<file path="src/rtl/slip_deser_pkg.sv">
package slip_deser_pkg;

  // Width of an index able to address n entries (at least one bit).
  function automatic int unsigned idx_w(input int unsigned n);
    return (n <= 1) ? 1 : $clog2(n);
  endfunction

  localparam int unsigned MIN_WORD = 3;
  localparam int unsigned MAX_WORD = 10;

endpackage

</file>
<file path="src/rtl/slip_req_sync.sv">
module slip_req_sync #(
  parameter int unsigned STAGES = 2
) (
  input  logic clk,
  input  logic rst,
  input  logic req_async,
  output logic step
);
  // One extra flop holds the previous synchronized level for edge detection.
  logic [STAGES:0] pipe;

  always_ff @(posedge clk) begin
    if (rst) begin
      pipe <= '0;
    end else begin
      pipe[0] <= req_async;
      for (int s = 1; s <= STAGES; s++) begin
        pipe[s] <= pipe[s-1];
      end
    end
  end

  assign step = pipe[STAGES-1] & ~pipe[STAGES];


  single_step_chk: assert property (@(posedge clk) disable iff (rst)
    step |=> !step);

endmodule

</file>
<file path="src/rtl/slip_counter.sv">
module slip_counter
  import slip_deser_pkg::*;
#(
  parameter int unsigned ROLL        = 8,
  parameter int unsigned STAT_STAGES = 2,
  localparam int unsigned CW         = idx_w(ROLL)
) (
  input  logic          clk,
  input  logic          rst,
  input  logic          slip_rst,
  input  logic          step,
  output logic [CW-1:0] cnt,
  output logic          at_max
);
  localparam logic [CW-1:0] TOP = CW'(ROLL - 1);

  logic                   top_now;
  logic [STAT_STAGES-1:0] stat;

  assign top_now = (cnt == TOP);

  always_ff @(posedge clk or posedge slip_rst) begin
    if (slip_rst) begin
      cnt <= '0;
    end else if (rst) begin
      cnt <= '0;
    end else if (step) begin
      cnt <= top_now ? '0 : cnt + 1'b1;
    end
  end

  // Status pipeline: a fixed, short delay from the count to the flag.
  always_ff @(posedge clk or posedge slip_rst) begin
    if (slip_rst) begin
      stat <= '0;
    end else if (rst) begin
      stat <= '0;
    end else begin
      stat[0] <= top_now;
      for (int s = 1; s < STAT_STAGES; s++) begin
        stat[s] <= stat[s-1];
      end
    end
  end

  assign at_max = stat[STAT_STAGES-1];


  slip_step_chk: assert property (@(posedge clk) disable iff (rst || slip_rst)
    (step && cnt != TOP) |=> cnt == $past(cnt) + 1'b1);


  slip_wrap_chk: assert property (@(posedge clk) disable iff (rst || slip_rst)
    (step && cnt == TOP) |=> cnt == '0);


  slip_hold_chk: assert property (@(posedge clk) disable iff (rst || slip_rst)
    !step |=> $stable(cnt));

endmodule

</file>
<file path="src/rtl/bit_delay_line.sv">
module bit_delay_line
  import slip_deser_pkg::*;
#(
  parameter int unsigned TAPS = 8,
  localparam int unsigned CW  = idx_w(TAPS)
) (
  input  logic          clk,
  input  logic          rst,
  input  logic          din,
  input  logic [CW-1:0] sel,
  output logic          dout
);
  // tap[k] holds the input bit sampled k+1 edges ago.
  logic [TAPS-1:0] tap;

  always_ff @(posedge clk) begin
    if (rst) begin
      tap <= '0;
    end else begin
      tap <= {tap[TAPS-2:0], din};
    end
  end

  assign dout = tap[sel];

endmodule

</file>
<file path="src/rtl/word_shifter.sv">
module word_shifter #(
  parameter int unsigned WIDTH = 8
) (
  input  logic             clk,
  input  logic             rst,
  input  logic             bit_in,
  input  logic             load_en,
  output logic [WIDTH-1:0] word_out
);
  logic [WIDTH-1:0] shreg;
  logic [WIDTH-1:0] next_word;

  // The newest bit enters at the LSB, so the first bit ends up in the MSB.
  assign next_word = {shreg[WIDTH-2:0], bit_in};

  always_ff @(posedge clk) begin
    if (rst) begin
      shreg    <= '0;
      word_out <= '0;
    end else begin
      shreg <= next_word;
      if (load_en) begin
        word_out <= next_word;
      end
    end
  end


  word_hold_chk: assert property (@(posedge clk) disable iff (rst)
    !load_en |=> $stable(word_out));


  word_lsb_chk: assert property (@(posedge clk) disable iff (rst)
    load_en |=> word_out[0] == $past(bit_in));

endmodule

</file>
<file path="src/rtl/slip_deserializer.sv">
module slip_deserializer
  import slip_deser_pkg::*;
#(
  parameter int unsigned WORD_W      = 8,
  parameter int unsigned SLIP_ROLL   = WORD_W,
  parameter int unsigned SYNC_STAGES = 2,
  parameter int unsigned STAT_STAGES = 2
) (
  input  logic              clk_bit,
  input  logic              rst,
  input  logic              ser_in,
  input  logic              load_en,
  input  logic              slip_req,
  input  logic              slip_rst,
  output logic [WORD_W-1:0] word_out,
  output logic              slip_max
);
  localparam int unsigned CW = idx_w(SLIP_ROLL);

  logic          step;
  logic [CW-1:0] delay_sel;
  logic          delayed_bit;

  slip_req_sync #(.STAGES(SYNC_STAGES)) u_sync (
    .clk       (clk_bit),
    .rst       (rst),
    .req_async (slip_req),
    .step      (step)
  );

  slip_counter #(.ROLL(SLIP_ROLL), .STAT_STAGES(STAT_STAGES)) u_cnt (
    .clk      (clk_bit),
    .rst      (rst),
    .slip_rst (slip_rst),
    .step     (step),
    .cnt      (delay_sel),
    .at_max   (slip_max)
  );

  bit_delay_line #(.TAPS(SLIP_ROLL)) u_dly (
    .clk  (clk_bit),
    .rst  (rst),
    .din  (ser_in),
    .sel  (delay_sel),
    .dout (delayed_bit)
  );

  word_shifter #(.WIDTH(WORD_W)) u_shift (
    .clk      (clk_bit),
    .rst      (rst),
    .bit_in   (delayed_bit),
    .load_en  (load_en),
    .word_out (word_out)
  );


  roll_param_chk: assert final (SLIP_ROLL >= WORD_W);

  width_param_chk: assert final (WORD_W >= MIN_WORD && WORD_W <= MAX_WORD);

endmodule

</file>
<file path="config.mk">
export PLATFORM = sky130hd
export DESIGN_NAME = slip_deserializer
export DESIGN_NICKNAME = d
export VERILOG_FILES = /design/src/rtl/slip_deser_pkg.sv /design/src/rtl/slip_req_sync.sv /design/src/rtl/slip_counter.sv /design/src/rtl/bit_delay_line.sv /design/src/rtl/word_shifter.sv /design/src/rtl/slip_deserializer.sv
export SDC_FILE = /design/constraint.sdc
export NUM_CORES = 1
export LEC_CHECK = 0
export ABC_AREA = 0
export BUFFER_PORTS_ARGS = -buffer_cell sky130_fd_sc_hd__buf_4
export CAP_MARGIN = 20
export CORE_MARGIN = 4
export CORE_UTILIZATION = 53
export CTS_CLUSTER_DIAMETER = 50
export DETAILED_ROUTE_END_ITERATION = 10
export GPL_TIMING_DRIVEN = 0
export PLACE_DENSITY_LB_ADDON = 0.15
export SKIP_CTS_REPAIR_TIMING = 1
export SYNTH_ARGS = -nofsm -noshare
export SYNTH_HDL_FRONTEND = slang
export SYNTH_HIERARCHICAL = 1
export SYNTH_SLANG_ARGS = --single-unit
</file>
<file path="constraint.sdc">
create_clock -name clk_bit -period 2.3 [get_ports clk_bit]
set_clock_uncertainty 0.15 [all_clocks]
set_input_delay 0.115 -clock clk_bit [delete_from_list [all_inputs] [get_ports clk_bit]]
set_output_delay 0.115 -clock clk_bit [all_outputs]
set_load 0.005 [all_outputs]
</file>
## Word-level counts from Yosys, hierarchy flattened

Cells that the tools add are included.

| cells by class | value |
|---|---|
| eq/ne operators | 1 |
| reduce and logical (&&, ||, !) cells | 1 |
| bitwise operators | 2 |
| mux-type cells | 6 |
| $lt $le $gt $ge | 1 |
| add/subtract/negate cells | 1 |

Operators by type and width:

| kind | number |
|---|---|
| $mux W3 | 3 |
| $lt A3 B4 Y1 const B | 1 |
| $add A3 B1 Y3 const B | 1 |
| $bmux W1 S3 | 1 |
| $eq A3 B3 Y1 const B | 1 |
| $mux W2 | 1 |
| $reduce_bool A2 Y1 | 1 |
| $and A1 B1 Y1 | 1 |
| $mux W1 | 1 |
| $not A1 Y1 | 1 |

| storage, ports and cells | value |
|---|---|
| output and inout bits | 9 |
| word-level logic and storage cells | 18 |
| register bits | 31 |
| input bits | 6 |

## Longest topological paths before layout

Gate-level depths: netlist of the first run.

| depth | value |
|---|---|
| word-level depth | 4 |
| mapped depth | 4 |
| mapped depth without buffers | 4 |

## Cells and area by module

Netlist of the first run, hierarchy kept.

Modules (own cells, without submodules):

| module | area each (um^2) | instances | cells an instance | sequential area each (um^2) |
|---|---|---|---|---|
| word_shifter | 473.0 | 1 | 40 | 300.3 |
| bit_delay_line | 274.0 | 1 | 19 | 160.2 |
| slip_counter | 217.7 | 1 | 17 | 125.1 |
| slip_req_sync | 87.6 | 1 | 7 | 60.1 |

## Worst setup path before layout of the first run

Ideal clock, no wire load.

| timing | value |
|---|---|
| kind | reg2reg |
| from | reg u_cnt.cnt[0] |
| to | reg u_shift.word_out[0] |
| setup slack | 670 ps |
| setup time | 114 ps |
| period minus slack after synthesis | 1630 ps |
| data arrival time | 1365 ps |
| data required time | 2036 ps |
| stages on the path, launching flop included | 5 |
| path buffers | 0 |
| cell sequence | dfrtp_1 -> mux4_1 -> mux2_2 -> mux2i_1 -> nor2_1 |

| on the way | value |
|---|---|
| word-level cells in the longest chain between the ends | 2 |

Ends and longest elaborated chain:

| what | line | text |
|---|---|---|
| start, declared | slip_counter.sv:12 | `output logic [CW-1:0] cnt,` |
| start signal, assigned | slip_counter.sv:28 | `cnt <= top_now ? '0 : cnt + 1'b1;` |
| $bmux W1 S3 | bit_delay_line.sv:24 | `assign dout = tap[sel];` |
| $mux W1 (not written as such) | bit_delay_line.sv:24 |  |
| net delayed_bit | slip_deserializer.sv:22 | `logic delayed_bit;` |
| end signal, assigned | word_shifter.sv:23 | `word_out <= next_word;` |
| end, declared | word_shifter.sv:8 | `output logic [WIDTH-1:0] word_out` |

The timed path passes the listed nets, and every way through them passes these cells. The select of a mux whose other input is x is not followed.
A chain may end at the register's enable or synchronous reset.

## Worst setup path after layout of the first run

Ends and elaborated chain as after synthesis.

==> metrics.txt, run 1 <==
CP Class flip-flop to flip-flop; initial antenna violation count 0; Via density 4.74; setup ws final 563 ps; Die Ht 52.6 um; Horiz. Die Dim 52.6 um; core footprint 0.00180 sq mm; CP endpoint kind flip-flop; highest-count cells in the layout ignoring fill and taps dfxtp_1, nor2b_1, buf_4; Site Rows 15; TritonRoute pass-1 iters 4; top-level I/O count 15; VDD IR-drop max 516 uV; post-synth net total 91; overall routing resource usage 0.152; clk buf depth 2; clk_lat worst skew 320 ps; clk slew on worst S/H paths 80 ps; clock sink count 31; Power Total 885 uW; Area Overhead vs Synth 21.8%; max cap viols 0; Slew Viols, Final 0; minimum clock period 1740 ps; yosys synthesis warning count 6; DRC errors left 0; final worst-path cycle share 0.755; PD cells 690 mW/mm^2; antenna viol nets, final 0; clock root buffer clkbuf_4; worst-case reg-to-reg path depth 4; RSZ-0062 raised after global routing false; initial core utilization 0.584; Hold Path Class input pin to asynchronous set/reset pin; switching portion of total power 0.214; Max Fclk 576 MHz; post-place setup slack 565 ps; worst-margin pin slew 225 ps; Total Neg Setup Slack 0 ps; Mapped Area 0.00105 sq mm; input/output buffers 13; # setup viols final 0; largest fanout on the critical path 5; hold slack 116 ps; Antenna diodes 0; share of layout cells above drive strength 1 0.220; Synth Register Bits 31; register area share after synthesis 0.614; CTS tree done; Via Count 635; wire per inst 12.3 um; CP required 2360 ps; CP Data Arrival Time 1800 ps; Final HPWL DP 1100 um; commonest non-fill, non-tap cell in the layout dfxtp_1; CTS Buf Count 5; Worst setup SP type flip-flop; number of global-route vias before repair 630; Synth Area per Inst 12.7 sq um; Total Wirelength 1650 um; largest net degree at the start of global routing 23; first-pass GRT wire length 2750 um; endpoints failing hold 0; total grt overflow 0; Synth Instances 83; Net Sw Power 189 uW; LEAKAGE 0.000583 uW; final weighted congestion in routability-driven placement 0.727; Yosys cell types 15; Non-Filler Instances 134; die area 0.00276 sq mm; placed cell count 121; status finished, final reports clean; CTS HTree Levels 2; Nets 116; Rel. slew slack 0.850; P_int 695 uW; Combinational Power Share 0.057; DRT iter0 DRCs 10; sequential power share 0.625; Clk pwr share 0.318
-- per-stage QoR --
step | utilization | area [sq um]
5_1_grt | 0.711 | 1280
3_3_place_gp | 0.656 | 1180
4_1_cts | 0.683 | 1230
6_report | 0.711 | 1280
2_1_floorplan | - | 1050
3_5_place_dp | 0.656 | 1180
-- Yosys cell counts --
library cell / instances / area share
buf_4: 1 / 0.0071
mux2_2: 1 / 0.011
a21oi_2: 1 / 0.0083
buf_6: 1 / 0.011
ha_1: 2 / 0.024
inv_1: 1 / 0.0036
nand2b_1: 1 / 0.0059
or3b_1: 1 / 0.0083
nor2b_2: 1 / 0.0083
nor2b_1: 20 / 0.12
dfrtp_1: 5 / 0.12
mux2i_1: 10 / 0.095
dfxtp_1: 26 / 0.49
mux4_1: 2 / 0.050
nor2_1: 10 / 0.036
-- sequential cells by signal, summed over array words and instances (netlist names) --
| register | cells |
|---|---|
| u_dly/tap | 8 |
| u_shift/word_out | 8 |
| u_shift/shreg | 7 |
| u_cnt/cnt | 3 |
| u_sync/pipe | 3 |
| u_cnt/stat | 2 |
-- critical path, cell delays in order (launching register included) --
cell and delay [ps]:
dfrtp_1 460, mux4_1 570, mux2_2 280, mux2i_1 130, nor2_1 50
-- final timing paths --
path	end	slack, ps	startpoint
setup / recovery	u_shift/word_out[0]$_SDFFE_PP0P_	560	u_cnt/cnt[0]$_DFFE_PP0P_
hold / removal	u_cnt/stat[1]$_DFF_PP0_	120	slip_rst
setup reg to reg	u_shift/word_out[0]$_SDFFE_PP0P_	560	u_cnt/cnt[0]$_DFFE_PP0P_
hold reg to reg	u_sync/pipe[1]$_SDFF_PP0_	290	u_sync/pipe[0]$_SDFF_PP0_
max in group asynchronous	u_cnt/cnt[2]$_DFFE_PP0P_	1710	slip_rst
min in group clk_bit	u_sync/pipe[1]$_SDFF_PP0_	290	u_sync/pipe[0]$_SDFF_PP0_
-- cell type report --
cell class / count / area [sq um]
Fill cell: 140 / 520
Multi-Input combinational cell: 49 / 384
Buffer: 2 / 18.8
Clock buffer: 7 / 45.0
Timing Repair Buffer: 18 / 148
Tap cell: 25 / 31.3
Inverter: 1 / 3.75
Clock inverter: 1 / 5.00
Sequential cell: 31 / 646
-- power by group through the flow --
| stage | registers, uW | clock network (uW) | logic [uW] |
|---|---|---|---|
| finish | 553 | 281 | 50.8 |
| global route | 554 | 323 | 56.6 |
| CTS | 553 | 292 | 44.8 |
| detailed placement | 565 | 0 | 44.6 |
| global placement | 565 | 0 | 43.3 |
| floorplan | 564 | 0 | 26.7 |
-- per-layer routing --
layer / global-route usage / wire length (um) / part of all wire
met5: 0 / 0 / 0
met2: 0.219 / 807 / 0.49
met3: 0.0855 / 106 / 0.064
met4: 0.102 / 24 / 0.015
met1: 0.167 / 712 / 0.43
-- cell families after synthesis --
| logic type | share of synthesized area |
|---|---|
| buffers and inverters | 0.0214 |
| muxes | 0.156 |
| DFF | 0.614 |
| and+or+nand+nor | 0.177 |
| AOI/OAI and AO/OA | 0.00832 |
| adders and majority gates | 0.0238 |
Power figures use the tool's default switching activity.
==> run 2: changes to the inputs <==
==> constraint.sdc (replaced) <==
create_clock -name clk_bit -period 1.7 [get_ports clk_bit]
set_clock_uncertainty 0.15 [all_clocks]
set_input_delay 0.085 -clock clk_bit [delete_from_list [all_inputs] [get_ports clk_bit]]
set_output_delay 0.085 -clock clk_bit [all_outputs]
set_load 0.005 [all_outputs]
==> metrics.txt, run 2 (synthesis results as in run 1) <==
status finished, final reports clean; largest fanout on the critical path 5 (unchanged); antenna viol nets, final 0 (unchanged); core footprint 0.00180 sq mm (unchanged); max incr delay on CP 500 ps (-70 ps); setup ws final 64.7 ps (-498 ps); filler instances 135 (-3.6%); Final HPWL DP 1100 um (unchanged); overall routing resource usage 0.152 (unchanged); initial antenna violation count 0 (unchanged); total grt overflow 0 (unchanged); post-place setup slack -35.0 ps (-600 ps); CTS HTree Levels 2 (unchanged); slowest CP cell mux4_2; # setup viols final 0 (unchanged); Total Wirelength 1730 um (+4.5%); CTS tree done; Non-Filler Instances 136 (+1.5%); highest-count cells in the layout ignoring fill and taps dfxtp_1, nor2b_1, buf_4; clock root buffer clkbuf_4; endpoints failing hold 0 (unchanged); CP required 1760 ps (-600 ps); largest net degree at the start of global routing 23 (unchanged); CTS Buf Count 5 (unchanged); CP Class flip-flop to flip-flop; Area Overhead vs Synth 23.1%; post-route cell area 0.00129 sq mm (+1.1%); initial core utilization 0.584 (unchanged); Rel. slew slack 0.849 (about the same); Via Count 643 (+1.3%); TritonRoute pass-1 iters 4 (unchanged); clk buf depth 2 (unchanged); Die Ht 52.6 um (unchanged); CP endpoint kind flip-flop; clock sink count 31 (unchanged); LEAKAGE 0.000581 uW (-0.24%); Antenna diodes 0 (unchanged); Nets 118 (+1.7%); first-pass GRT wire length 2750 um (unchanged); RSZ-0062 raised after global routing false; commonest non-fill, non-tap cell in the layout dfxtp_1; input/output buffers 13 (unchanged); max cap viols 0 (unchanged); CP top delay family multiplexers; Total Neg Setup Slack 0 ps (unchanged); share of layout cells above drive strength 1 0.243 (+0.0231); placed cell count 121 (unchanged); VDD IR-drop max 699 uV (+35%); clk_lat worst skew 310 ps (about the same); Slew Viols, Final 0 (unchanged); top-level I/O count 15 (unchanged); worst-margin pin slew 226 ps (+0.861 ps); die area 0.00276 sq mm (unchanged); Max Fclk 612 MHz (+6.2%); Worst setup SP type flip-flop; Horiz. Die Dim 52.6 um (unchanged); PD cells 926 mW/mm^2 (+34%); CP Data Arrival Time 1700 ps (-100 ps); DRT iter0 DRCs 15 (+5); DRC errors left 0 (unchanged); Via density 4.73 (-0.23%); Site Rows 15 (unchanged); number of global-route vias before repair 630 (unchanged); minimum clock period 1640 ps (-102 ps); clk slew on worst S/H paths 80 ps (about the same); final worst-path cycle share 0.962 (+0.207); CP cell instances mux4_2 -> mux2_2 -> mux2i_1 -> nor2_1; leading registers by flop count u_dly/tap (8), u_shift/word_out (8), u_shift/shreg (7); wire per inst 12.7 um (+3.0%); DP Area 0.00118 sq mm (unchanged); Bufs and invs on worst path 0 (unchanged); Hold Path Class input pin to asynchronous set/reset pin; final weighted congestion in routability-driven placement 0.727 (unchanged)
[run 2: cell types whose count changed in the layout (fill, tap and decap cells not counted), sizes merged]
cell / delta
dlygate4sd3: +2
[run 2: worst register-to-register path, cell delays in order (launching register included)]
cell and delay (ps):
dfrtp_2 430, mux4_2 500, mux2_2 280, mux2i_1 130, nor2_1 50
[run 2: layer usage]
layer,vias to the layer above,global-route usage,share of wire
met3,2,0.0855,0.040
met1,301,0.167,0.45
met5,-,0,0
met4,0,0.102,0.014
li1,327,-,-
met2,13,0.219,0.50
[run 2: final timing paths]
check / cells past startpoint / start / endpoint / slack (ps)
min in group clk_bit: 1 / u_sync/pipe[0]$_SDFF_PP0_ / u_sync/pipe[1]$_SDFF_PP0_ / 300
max in group asynchronous: 3 / slip_rst / u_cnt/cnt[0]$_DFFE_PP0P_ / 1120
min: 3 / slip_rst / u_cnt/stat[1]$_DFF_PP0_ / 90
min reg2reg: 1 / u_sync/pipe[0]$_SDFF_PP0_ / u_sync/pipe[1]$_SDFF_PP0_ / 300
max reg2reg: 4 / u_cnt/cnt[0]$_DFFE_PP0P_ / u_shift/word_out[0]$_SDFFE_PP0P_ / 60
max: 4 / u_cnt/cnt[0]$_DFFE_PP0P_ / u_shift/word_out[0]$_SDFFE_PP0P_ / 60
[run 2: report_power, final]
| part | switching, uW | internal [uW] |
|---|---|---|
| sequential | 7.85 | 741 |
| clock | 217 | 161 |
| combinational | 30.8 | 42.2 |
[run 2: final cells by class]
| class | instances | area, sq um | share of cell area |
|---|---|---|---|
| sequential | 31 | 647 | 0.500 |
| buffer | 2 | 18.8 | 0.0145 |
| clock buffer | 7 | 45.0 | 0.0348 |
| multi-input combinational | 49 | 377 | 0.291 |
| clock inverter | 1 | 5.00 | 0.00386 |
| tap | 25 | 31.3 | 0.0242 |
| timing repair buffer | 20 | 168 | 0.129 |
| inverter | 1 | 3.75 | 0.00290 |
[run 2: per-stage QoR]
step                      power, uW  hold WS (ps)  utilization
after floorplan                 799          -286            -
after detailed placement        825          -142        0.656
final                          1200          89.2        0.719
after global routing           1270          69.4        0.719
after CTS                      1200          -490        0.683
after global placement          823          -154        0.656
==> run 3: changes to the inputs <==
==> constraint.sdc (replaced) <==
create_clock -name clk_bit -period 1.6 [get_ports clk_bit]
set_clock_uncertainty 0.15 [all_clocks]
set_input_delay 0.08 -clock clk_bit [delete_from_list [all_inputs] [get_ports clk_bit]]
set_output_delay 0.08 -clock clk_bit [all_outputs]
set_load 0.005 [all_outputs]
==> metrics.txt, run 3 (synthesis results as in run 1) <==
Nets 118 (unchanged); initial core utilization 0.584 (unchanged); DR WL met2 733 um (-15%); first-pass GRT wire length 2690 um (-2.3%); final weighted congestion in routability-driven placement 0.697 (-4.1%); CTS HTree Levels 2 (unchanged); die area 0.00276 sq mm (unchanged); DRT iter0 DRCs 6 (-9); CP Launch Point u_cnt/cnt[0]$_DFFE_PP0P_; Non-Filler Instances 136 (unchanged); CTS tree done; clk_lat worst skew 310 ps (about the same); clock sink count 31 (unchanged); CTS Buf Count 5 (unchanged); Total Wirelength 1600 um (-7.4%); Horiz. Die Dim 52.6 um (unchanged); LEAKAGE 0.000602 uW (+3.6%); post-place setup slack -117 ps (-81.9 ps); PD cells 1110 mW/mm^2 (+20%); sequential power share 0.531 (-0.093); final worst-path cycle share 1.04 (+0.0820); Net Sw Power 293 uW (+15%); reg-to-reg slack, setup -70 ps (-140 ps); TritonRoute pass-1 iters 3 (-1); largest fanout on the critical path 4 (-1); Clk pwr share 0.414 (+0.099); top-level I/O count 15 (unchanged); core footprint 0.00180 sq mm (unchanged); clk buf depth 2 (unchanged); clk slew on worst S/H paths 90 ps (about the same); share of layout cells above drive strength 1 0.288 (+0.0450); filler instances 132 (-2.2%); Antenna diodes 0 (unchanged); CP Data Arrival Time 1770 ps (+70 ps); Slew Viols, Final 0 (unchanged); # setup viols final 2 (+2); minimum clock period 1670 ps (+35.1 ps); P_int 1200 uW (+28%); VDD IR-drop max 872 uV (+25%); Area Overhead vs Synth 28.5%; Via Count 653 (+1.6%); worst-case reg-to-reg path depth 5 (+1); placed cell count 121 (unchanged); overall routing resource usage 0.142 (-0.00968); Via density 4.80 (+1.6%); clock root buffer clkbuf_4; Final HPWL DP 1010 um (-8.1%); CP required 1700 ps (-60 ps); M1 WL 762 um (-1.2%); DRC errors left 0 (unchanged); CP endpoint kind flip-flop; Combinational Power Share 0.054 (-0.007); failing checks setup timing; antenna viol nets, final 0 (unchanged); uppermost layer routed met4; leading registers by flop count u_dly/tap (8), u_shift/word_out (8), u_shift/shreg (7); switching portion of total power 0.196 (-0.0172); Reg2Reg Launch Point u_cnt/cnt[0]$_DFFE_PP0P_; total grt overflow 0 (unchanged); Rel. slew slack 0.843 (-0.00583); setup ws final -70.4 ps (-135 ps); number of global-route vias before repair 643 (+2.1%); Die Ht 52.6 um (unchanged); input/output buffers 13 (unchanged); RSZ-0062 raised after global routing true; CP Class flip-flop to flip-flop; Max Fclk 599 MHz (-2.1%); status finished with violations; highest-count cells in the layout ignoring fill and taps dfxtp_1, nor2b_1, buf_4; max cap viols 0 (unchanged); initial antenna violation count 0 (unchanged); Hold Path Class input pin to asynchronous set/reset pin; largest net degree at the start of global routing 23 (unchanged); commonest non-fill, non-tap cell in the layout dfxtp_1; worst-margin pin slew 235 ps (+8.75 ps); met3 WL 68 um (-1.4%); Worst setup SP type flip-flop; endpoints failing hold 0 (unchanged); Site Rows 15 (unchanged); wire per inst 11.7 um (-7.4%)
-- run 3: cell types whose count changed in the layout (fill, tap and decap cells not counted) --
cell,previous run,this run
buf_4,14,15
bufinv_16,0,1
clkbuf_1,2,0
clkbuf_8,0,1
dlygate4sd3_1,7,6
ha_1,2,1
ha_4,0,1
mux2_2,1,0
mux2_4,0,1
nor2b_1,20,19
nor2b_4,0,1
-- run 3: critical path: stages, from the launching register on --
cell and delay [ps]:
dfrtp_2 460, buf_4 160, ha_4 150, ha_1 180, or3b_1 390, a21oi_2 120
-- run 3: power groups by stage --
stage	combinational, uW	clock, uW	sequential, uW
final	81.1	620	796
after global routing	89.4	678	798
after CTS	63.5	636	796
after detailed placement	63.3	0	813
after global placement	62.5	0	812
after floorplan	38.8	0	811
-- run 3: area by class of cell --
class / count / area, sq um / share of cell area
Sequential cell: 31 / 647 / 0.478
Multi-Input combinational cell: 49 / 400 / 0.296
Timing Repair Buffer: 20 / 165 / 0.122
Clock buffer: 6 / 51.3 / 0.0379
Clock inverter: 2 / 35.0 / 0.0259
Tap cell: 25 / 31.3 / 0.0231
Buffer: 2 / 18.8 / 0.0139
Inverter: 1 / 3.75 / 0.00278
-- run 3: metrics by stage --
stage / area, sq um / total power [uW] / utilization / hold slack (ps) / setup TNS (ps)
6_report: 1350 / 1500 / 0.751 / 67.1 / -110
5_1_grt: 1350 / 1570 / 0.751 / 53.8 / -220
4_1_cts: 1260 / 1500 / 0.699 / -507 / -220
3_5_place_dp: 1170 / 876 / 0.651 / -153 / -190
3_3_place_gp: 1170 / 875 / 0.651 / -155 / -203
2_1_floorplan: 1040 / 850 / - / -291 / -6.10
-- run 3: final timing paths --
check | endpoint
max in group asynchronous | u_cnt/cnt[0]$_DFFE_PP0P_
min reg2reg | u_sync/pipe[1]$_SDFF_PP0_
max | u_cnt/cnt[0]$_DFFE_PP0P_
max reg2reg | u_cnt/cnt[0]$_DFFE_PP0P_
min | u_cnt/stat[0]$_DFF_PP0_
min in group clk_bit | u_sync/pipe[1]$_SDFF_PP0_
-- run 3: per-layer routing --
layer	vias to the layer above	global-route usage
met5	-	0
met2	15	0.215
met4	0	0.0766
met3	5	0.0769
met1	308	0.158
li1	325	-
